**config.mk**
```make
export PLATFORM = sky130hd
export DESIGN_NAME = iq_recon
export DESIGN_NICKNAME = d
export VERILOG_FILES = /design/src/rtl/iq_pkg.sv /design/src/rtl/iq_ctrl.sv /design/src/rtl/iq_datapath.sv /design/src/rtl/iq_recon.sv
export SDC_FILE = /design/constraint.sdc
export NUM_CORES = 1
export LEC_CHECK = 0
export BUFFER_PORTS_ARGS = -buffer_cell sky130_fd_sc_hd__buf_2
export CAP_MARGIN = 20
export CORE_ASPECT_RATIO = 0.5
export CORE_MARGIN = 2
export CORE_UTILIZATION = 50
export DETAILED_ROUTE_END_ITERATION = 12
export PLACE_DENSITY = 0.69
export SLEW_MARGIN = 20
export SYNTH_ARGS = -nofsm -noshare
export SYNTH_HDL_FRONTEND = slang
export SYNTH_SLANG_ARGS = --single-unit
```
**constraint.sdc**
```tcl
create_clock -name clk -period 1.9 [get_ports clk]
set_clock_uncertainty 0.1 [all_clocks]
set_input_delay 0.19 -clock clk [delete_from_list [all_inputs] [get_ports clk]]
set_output_delay 0.19 -clock clk [all_outputs]
set_load 0.01 [all_outputs]
```
**src/rtl/iq_pkg.sv**
```systemverilog
package iq_pkg;
  // Load strobes from the control half to the datapath registers.
  typedef struct packed {
    logic s1Load;   // capture the raw (unclipped) product
    logic s2Load;   // capture the saturated coefficient
  } iqStrobe_t;
endpackage

```
**src/rtl/iq_ctrl.sv**
```systemverilog
module iq_ctrl
  import iq_pkg::*;
(
  input  logic       clk,
  input  logic       rstN,
  input  logic       inValid,
  output iqStrobe_t  strobe,
  output logic       outValid
);
  logic v1;
  logic v2;

  always_ff @(posedge clk or negedge rstN) begin
    if (!rstN) begin
      v1 <= 1'b0;
      v2 <= 1'b0;
    end else begin
      v1 <= inValid;
      v2 <= v1;
    end
  end

  always_comb begin
    strobe.s1Load = inValid;
    strobe.s2Load = v1;
  end

  assign outValid = v2;
endmodule

```
**src/rtl/iq_datapath.sv**
```systemverilog
module iq_datapath
  import iq_pkg::*;
#(
  parameter int LEVEL_W = 8,
  parameter int QUANT_W = 5,
  parameter int COEF_W  = 12,
  parameter int DC_ESC  = 1024
) (
  input  logic               clk,
  input  logic               rstN,
  input  iqStrobe_t          strobe,
  input  logic [LEVEL_W-1:0] inLevel,
  input  logic [QUANT_W-1:0] inQuant,
  input  logic               inIntraDc,
  output logic [COEF_W-1:0]  outCoef
);
  // Wide enough for code * (2*level +/- 1) with sign.
  localparam int RAW_W = LEVEL_W + QUANT_W + 3;
  localparam logic signed [RAW_W-1:0] ONE      = 1;
  localparam logic signed [RAW_W-1:0] COEF_MAX = (1 <<< (COEF_W - 1)) - 1;
  localparam logic signed [RAW_W-1:0] COEF_MIN = -COEF_MAX - ONE;
  localparam logic signed [RAW_W-1:0] ESC_VAL  = DC_ESC;

  logic signed [RAW_W-1:0] lvlS, lvlU, qS, evenAdj;
  logic signed [RAW_W-1:0] posTerm, negTerm, rawNext, rawQ, clipped;
  logic [COEF_W-1:0]       coefQ;

  // Stage 1: apply the parity-dependent reconstruction rule.
  always_comb begin
    lvlS    = {{(RAW_W-LEVEL_W){inLevel[LEVEL_W-1]}}, inLevel};
    lvlU    = {{(RAW_W-LEVEL_W){1'b0}}, inLevel};
    qS      = {{(RAW_W-QUANT_W){1'b0}}, inQuant};
    evenAdj = {{(RAW_W-1){1'b0}}, ~inQuant[0]};
    posTerm = (lvlS <<< 1) + ONE;
    negTerm = (lvlS <<< 1) - ONE;
    if (inIntraDc) begin
      rawNext = (&inLevel) ? ESC_VAL : (lvlU <<< 3);
    end else if ((inLevel == '0) || (inQuant == '0)) begin
      rawNext = '0;
    end else if (!inLevel[LEVEL_W-1]) begin
      rawNext = (qS * posTerm) - evenAdj;
    end else begin
      rawNext = (qS * negTerm) + evenAdj;
    end
  end

  always_ff @(posedge clk or negedge rstN) begin
    if (!rstN)              rawQ <= '0;
    else if (strobe.s1Load) rawQ <= rawNext;
  end

  // Stage 2: saturate to the output range.
  always_comb begin
    if (rawQ > COEF_MAX)      clipped = COEF_MAX;
    else if (rawQ < COEF_MIN) clipped = COEF_MIN;
    else                      clipped = rawQ;
  end

  always_ff @(posedge clk or negedge rstN) begin
    if (!rstN)              coefQ <= '0;
    else if (strobe.s2Load) coefQ <= clipped[COEF_W-1:0];
  end

  assign outCoef = coefQ;
endmodule

```
**src/rtl/iq_recon.sv**
```systemverilog
module iq_recon
  import iq_pkg::*;
#(
  parameter int LEVEL_W = 8,
  parameter int QUANT_W = 5,
  parameter int COEF_W  = 12,
  parameter int DC_ESC  = 1024
) (
  input  logic               clk,
  input  logic               rstN,
  input  logic               inValid,
  input  logic [LEVEL_W-1:0] inLevel,
  input  logic [QUANT_W-1:0] inQuant,
  input  logic               inIntraDc,
  output logic               outValid,
  output logic [COEF_W-1:0]  outCoef
);
  iqStrobe_t strobe;

  iq_ctrl ctrl_i (
    .clk      (clk),
    .rstN     (rstN),
    .inValid  (inValid),
    .strobe   (strobe),
    .outValid (outValid)
  );

  iq_datapath #(
    .LEVEL_W (LEVEL_W),
    .QUANT_W (QUANT_W),
    .COEF_W  (COEF_W),
    .DC_ESC  (DC_ESC)
  ) dp_i (
    .clk       (clk),
    .rstN      (rstN),
    .strobe    (strobe),
    .inLevel   (inLevel),
    .inQuant   (inQuant),
    .inIntraDc (inIntraDc),
    .outCoef   (outCoef)
  );
endmodule

```
==> report_table.html <==
<table>
<tr><th>Metric</th><th>Value</th></tr>
<tr><th colspan="2">Yosys</th></tr>
<tr><td>Number of warning messages in the yosys log</td><td>0</td></tr>
<tr><td>EDFF count, synth</td><td>0</td></tr>
<tr><td>Post-synthesis async set-or-reset flop share</td><td>1.00</td></tr>
<tr><td>Number of distinct library cells after synthesis</td><td>51</td></tr>
<tr><td>Share of synthesized area occupied by flip-flops and latches</td><td>0.143</td></tr>
<tr><td>Most common flop cell mapped by yosys</td><td>sky130_fd_sc_hd__dfrtp_1</td></tr>
<tr><td>Cell Area, Synth</td><td>5250 sq um</td></tr>
<tr><td>Post-Syn Instances</td><td>628</td></tr>
<tr><td>Mapped Nets</td><td>770</td></tr>
<tr><td>Fraction of synthesized cell area taken by the top area cell type</td><td>0.255</td></tr>
<tr><td>Cell with the most instances after synthesis</td><td>sky130_fd_sc_hd__inv_1</td></tr>
<tr><td>Number of synthesized register bits</td><td>30</td></tr>
<tr><td>Per-instance average area after synthesis</td><td>8.36 sq um</td></tr>
<tr><td>Top cells by count, synth</td><td>sky130_fd_sc_hd__inv_1, sky130_fd_sc_hd__fa_1, sky130_fd_sc_hd__nor2_1</td></tr>
<tr><td>Synth top area cells</td><td>sky130_fd_sc_hd__fa_1, sky130_fd_sc_hd__dfrtp_1, sky130_fd_sc_hd__ha_1</td></tr>
<tr><td>Post-synth top area cell</td><td>sky130_fd_sc_hd__fa_1</td></tr>
<tr><th colspan="2">Pwr</th></tr>
<tr><td>Worst VDD drop</td><td>0.000701 V</td></tr>
<tr><td>Leakage</td><td>3.69 nW</td></tr>
<tr><td>Power per cell area</td><td>1240 nW/um^2</td></tr>
<tr><th colspan="2">GRT</th></tr>
<tr><td>Via count of the first global-routing pass</td><td>5,083</td></tr>
<tr><td>Overall routing resource usage</td><td>0.287</td></tr>
<tr><td>Maximum number of pins on one net before global-route repair</td><td>31</td></tr>
<tr><td>Antenna violations before repair</td><td>0</td></tr>
<tr><td>First-pass GRT wire length</td><td>25,600 um</td></tr>
<tr><td>Total congestion overflow</td><td>0</td></tr>
<tr><th colspan="2">Routing</th></tr>
<tr><td>DR WL/cell</td><td>17.1 um</td></tr>
<tr><td>Number of vias after detailed routing</td><td>4,915</td></tr>
<tr><td>First-pass iteration count of the detailed router</td><td>5</td></tr>
<tr><td>Via-to-Cell Ratio</td><td>5.34</td></tr>
<tr><td>Post-detailed-route DRC marker count</td><td>0</td></tr>
<tr><td>Number of antenna-violating nets in the routed design</td><td>0</td></tr>
<tr><td>Total wire length after detailed routing</td><td>15,700 um</td></tr>
<tr><td>Detailed Route Iter0 Violations</td><td>413</td></tr>
<tr><th colspan="2">Clock network</th></tr>
<tr><td>CTS tree</td><td>done</td></tr>
<tr><td>Sink Count</td><td>30</td></tr>
<tr><td>Number of buffers added by the clock tree synthesis step</td><td>5</td></tr>
<tr><td>H-Tree Depth</td><td>2</td></tr>
<tr><td>Insertion delay to the later sink of the worst-skew pair</td><td>0.28 ns</td></tr>
<tr><td>Root Buffer Master</td><td>sky130_fd_sc_hd__clkbuf_16</td></tr>
<tr><td>Worst-case clock buffer depth</td><td>2</td></tr>
<tr><td>Clock slew seen by the registers of the worst setup and hold paths</td><td>0.05 ns</td></tr>
<tr><th colspan="2">Placed design</th></tr>
<tr><td>Pre-CTS setup slack</td><td>-2.64 ns</td></tr>
<tr><td>Final weighted congestion in routability-driven placement</td><td>0.839</td></tr>
<tr><td>Post-Place Cells</td><td>894</td></tr>
<tr><td>Half-perimeter wire length of the detailed placement result</td><td>12,200 um</td></tr>
<tr><td>Input/output buffers</td><td>29</td></tr>
<tr><th colspan="2">Layout</th></tr>
<tr><td>Fraction of final layout cells sized beyond drive strength 1</td><td>0.395</td></tr>
<tr><td>Area growth, synth to finish</td><td>44.0%</td></tr>
<tr><td>End-of-flow core utilization</td><td>0.740</td></tr>
<tr><td>Antenna Diode Count</td><td>0</td></tr>
<tr><td>Final non-filler cell total</td><td>920</td></tr>
<tr><td>Number of nets in the layout</td><td>921</td></tr>
<tr><th colspan="2">Setup path</th></tr>
<tr><td>Arrival time of the worst setup path</td><td>4.30 ns</td></tr>
<tr><td>Critical path required time</td><td>2.00 ns</td></tr>
<tr><td>Worst Setup End Kind</td><td>flop</td></tr>
<tr><td>Crit start category</td><td>input port</td></tr>
<tr><td>Worst setup path category</td><td>input port to flop</td></tr>
<tr><td>Worst r2r src</td><td>dp_i.rawQ[14]$_DFFE_PN0P_</td></tr>
<tr><td>Crit Path Max Fanout</td><td>4</td></tr>
<tr><td>Start point of the critical path</td><td>inLevel[0]</td></tr>
<tr><th colspan="2">Job</th></tr>
<tr><td>Max-capacitance violation count</td><td>0</td></tr>
<tr><th colspan="2">Timing</th></tr>
<tr><td>Slew at the pin closest to its max-slew limit</td><td>0.656 ns</td></tr>
<tr><td>Total count of hold-check failures in the final report</td><td>0</td></tr>
<tr><td>Final setup violation count</td><td>14</td></tr>
<tr><td>Portion of the clock cycle consumed by the worst path in the final layout</td><td>2.21</td></tr>
<tr><td>Fmax</td><td>238 MHz</td></tr>
<tr><td>Worst slew margin relative to its limit</td><td>0.563</td></tr>
<tr><td>Number of max-slew violations in the final report</td><td>0</td></tr>
<tr><td>PnR worst setup slack</td><td>-2.30 ns</td></tr>
<tr><td>Tightest hold margin</td><td>0.213 ns</td></tr>
<tr><td>Clock period minus worst slack</td><td>4.20 ns</td></tr>
<tr><td>Final-layout setup total negative slack</td><td>-25.30 ns</td></tr>
<tr><td>Unrepaired setup endpoints after global routing</td><td>true</td></tr>
<tr><th colspan="2">Floorplan</th></tr>
<tr><td>Y dimension of the die</td><td>76.5 um</td></tr>
<tr><td>Row Count</td><td>26</td></tr>
<tr><td>Overall die area</td><td>11,400 sq um</td></tr>
<tr><td>Horiz. Die Dim</td><td>149 um</td></tr>
<tr><td>Standard cell core area</td><td>10,200 sq um</td></tr>
<tr><td>Initial Util</td><td>0.514</td></tr>
<tr><td>Top-level port count</td><td>30</td></tr>
<tr><th colspan="2">Hold path</th></tr>
<tr><td>Hold path startpoint</td><td>inIntraDc</td></tr>
<tr><td>Classification of the worst-slack hold path</td><td>input port to flop</td></tr>
<tr><th colspan="2">Status</th></tr>
<tr><td>Outcome</td><td>finished, violations left</td></tr>
<tr><td>Failing checks</td><td>negative setup slack</td></tr>
</table>
[final timing paths]
check,end,slack [ns],depth (start not counted)
setup / recovery,dp_i.rawQ[10]$_DFFE_PN0P_,-2.30,20
hold / removal,dp_i.rawQ[10]$_DFFE_PN0P_,0.21,3
setup reg to reg,dp_i.outCoef[3]$_DFFE_PN0P_,0.54,4
hold reg to reg,dp_i.outCoef[11]$_DFFE_PN0P_,0.42,1
max in group asynchronous,dp_i.outCoef[11]$_DFFE_PN0P_,0.89,2
min in group asynchronous,dp_i.outCoef[3]$_DFFE_PN0P_,0.38,2
[layout make-up]
class | instances | area (sq um)
flip-flops and latches | 30 | 751
fillers | 679 | 2650
well taps | 140 | 175
multi-input cells | 441 | 4570
clock inverters | 2 | 12.5
inverters | 134 | 536
repair buffers | 167 | 1380
clock buffers | 6 | 139
[kinds of logic after synthesis]
logic type	share of synthesized area
fa+ha+maj	0.394
compound gates	0.142
simple gates	0.149
mux	0.00643
buf+inv	0.113
flops	0.143
xor+xnor	0.0534
[stage by stage]
step           instance area [sq um]  power [mW]
2_1_floorplan                   5720        5.22
3_3_place_gp                    6760        7.36
3_5_place_dp                    6760        7.49
4_1_cts                         7460        9.03
5_1_grt                         7560        10.1
6_report                        7560        9.36
[flip-flops by register name (all words and copies together) (netlist names)]
signal / count
dp_i.rawQ: 16
ctrl_i.v1: 1
ctrl_i.outValid: 1
dp_i.outCoef: 12
[worst max-delay path, cell delays in order]
cell,delay [ns]
sky130_fd_sc_hd__buf_12,0.12
sky130_fd_sc_hd__inv_8,0.05
sky130_fd_sc_hd__ha_4,0.12
sky130_fd_sc_hd__nor2b_4,0.15
sky130_fd_sc_hd__nor2b_4,0.18
sky130_fd_sc_hd__xnor2_2,0.17
sky130_fd_sc_hd__nor2_2,0.07
sky130_fd_sc_hd__fa_1,0.54
sky130_fd_sc_hd__inv_1,0.05
sky130_fd_sc_hd__fa_1,0.46
sky130_fd_sc_hd__fa_1,0.54
sky130_fd_sc_hd__inv_2,0.05
sky130_fd_sc_hd__ha_4,0.22
sky130_fd_sc_hd__o21ai_2,0.16
sky130_fd_sc_hd__nor2_2,0.09
sky130_fd_sc_hd__o31ai_4,0.27
sky130_fd_sc_hd__a21oi_2,0.10
sky130_fd_sc_hd__xnor2_1,0.13
sky130_fd_sc_hd__or4_1,0.49
sky130_fd_sc_hd__a41oi_2,0.17
[where the power goes]
group          total (mW)  switching, mW  internal, mW
logic                7.55           3.83          3.72
clock network       0.798          0.281         0.517
registers            1.01          0.142         0.872
total                9.36           4.25          5.11
[timing repair]
action,CTS,global route
endpoints found under the setup margin,14,16
hold endpoints to repair,30,0
pin swaps,93,36
gates resized for setup,107,23
buffers inserted,18,1
hold buffers,1,0
[metal layers]
layer  wire length (um)  track usage  vias up
met5                  0            0        -
met4                182       0.0514        0
met3               1190       0.0533       25
met2               7240        0.461      169
met1               7110        0.410     2423
li1                   -            -     2298
[cells in the final DEF, fill, tap and decap left out, drive strengths merged, types with 6 or more instances in the layout]
master,count
o21ai,21
a21oi,26
inv,133
ha,58
a31oi,8
xnor2,21
xor2,11
a211oi,9
buf,166
and2,18
nand3,7
nor2,68
dfrtp,30
nand2,45
fa,67
clkbuf,6
nor2b,14
o22ai,12
No activity file was read; power rests on OpenSTA's default activity.
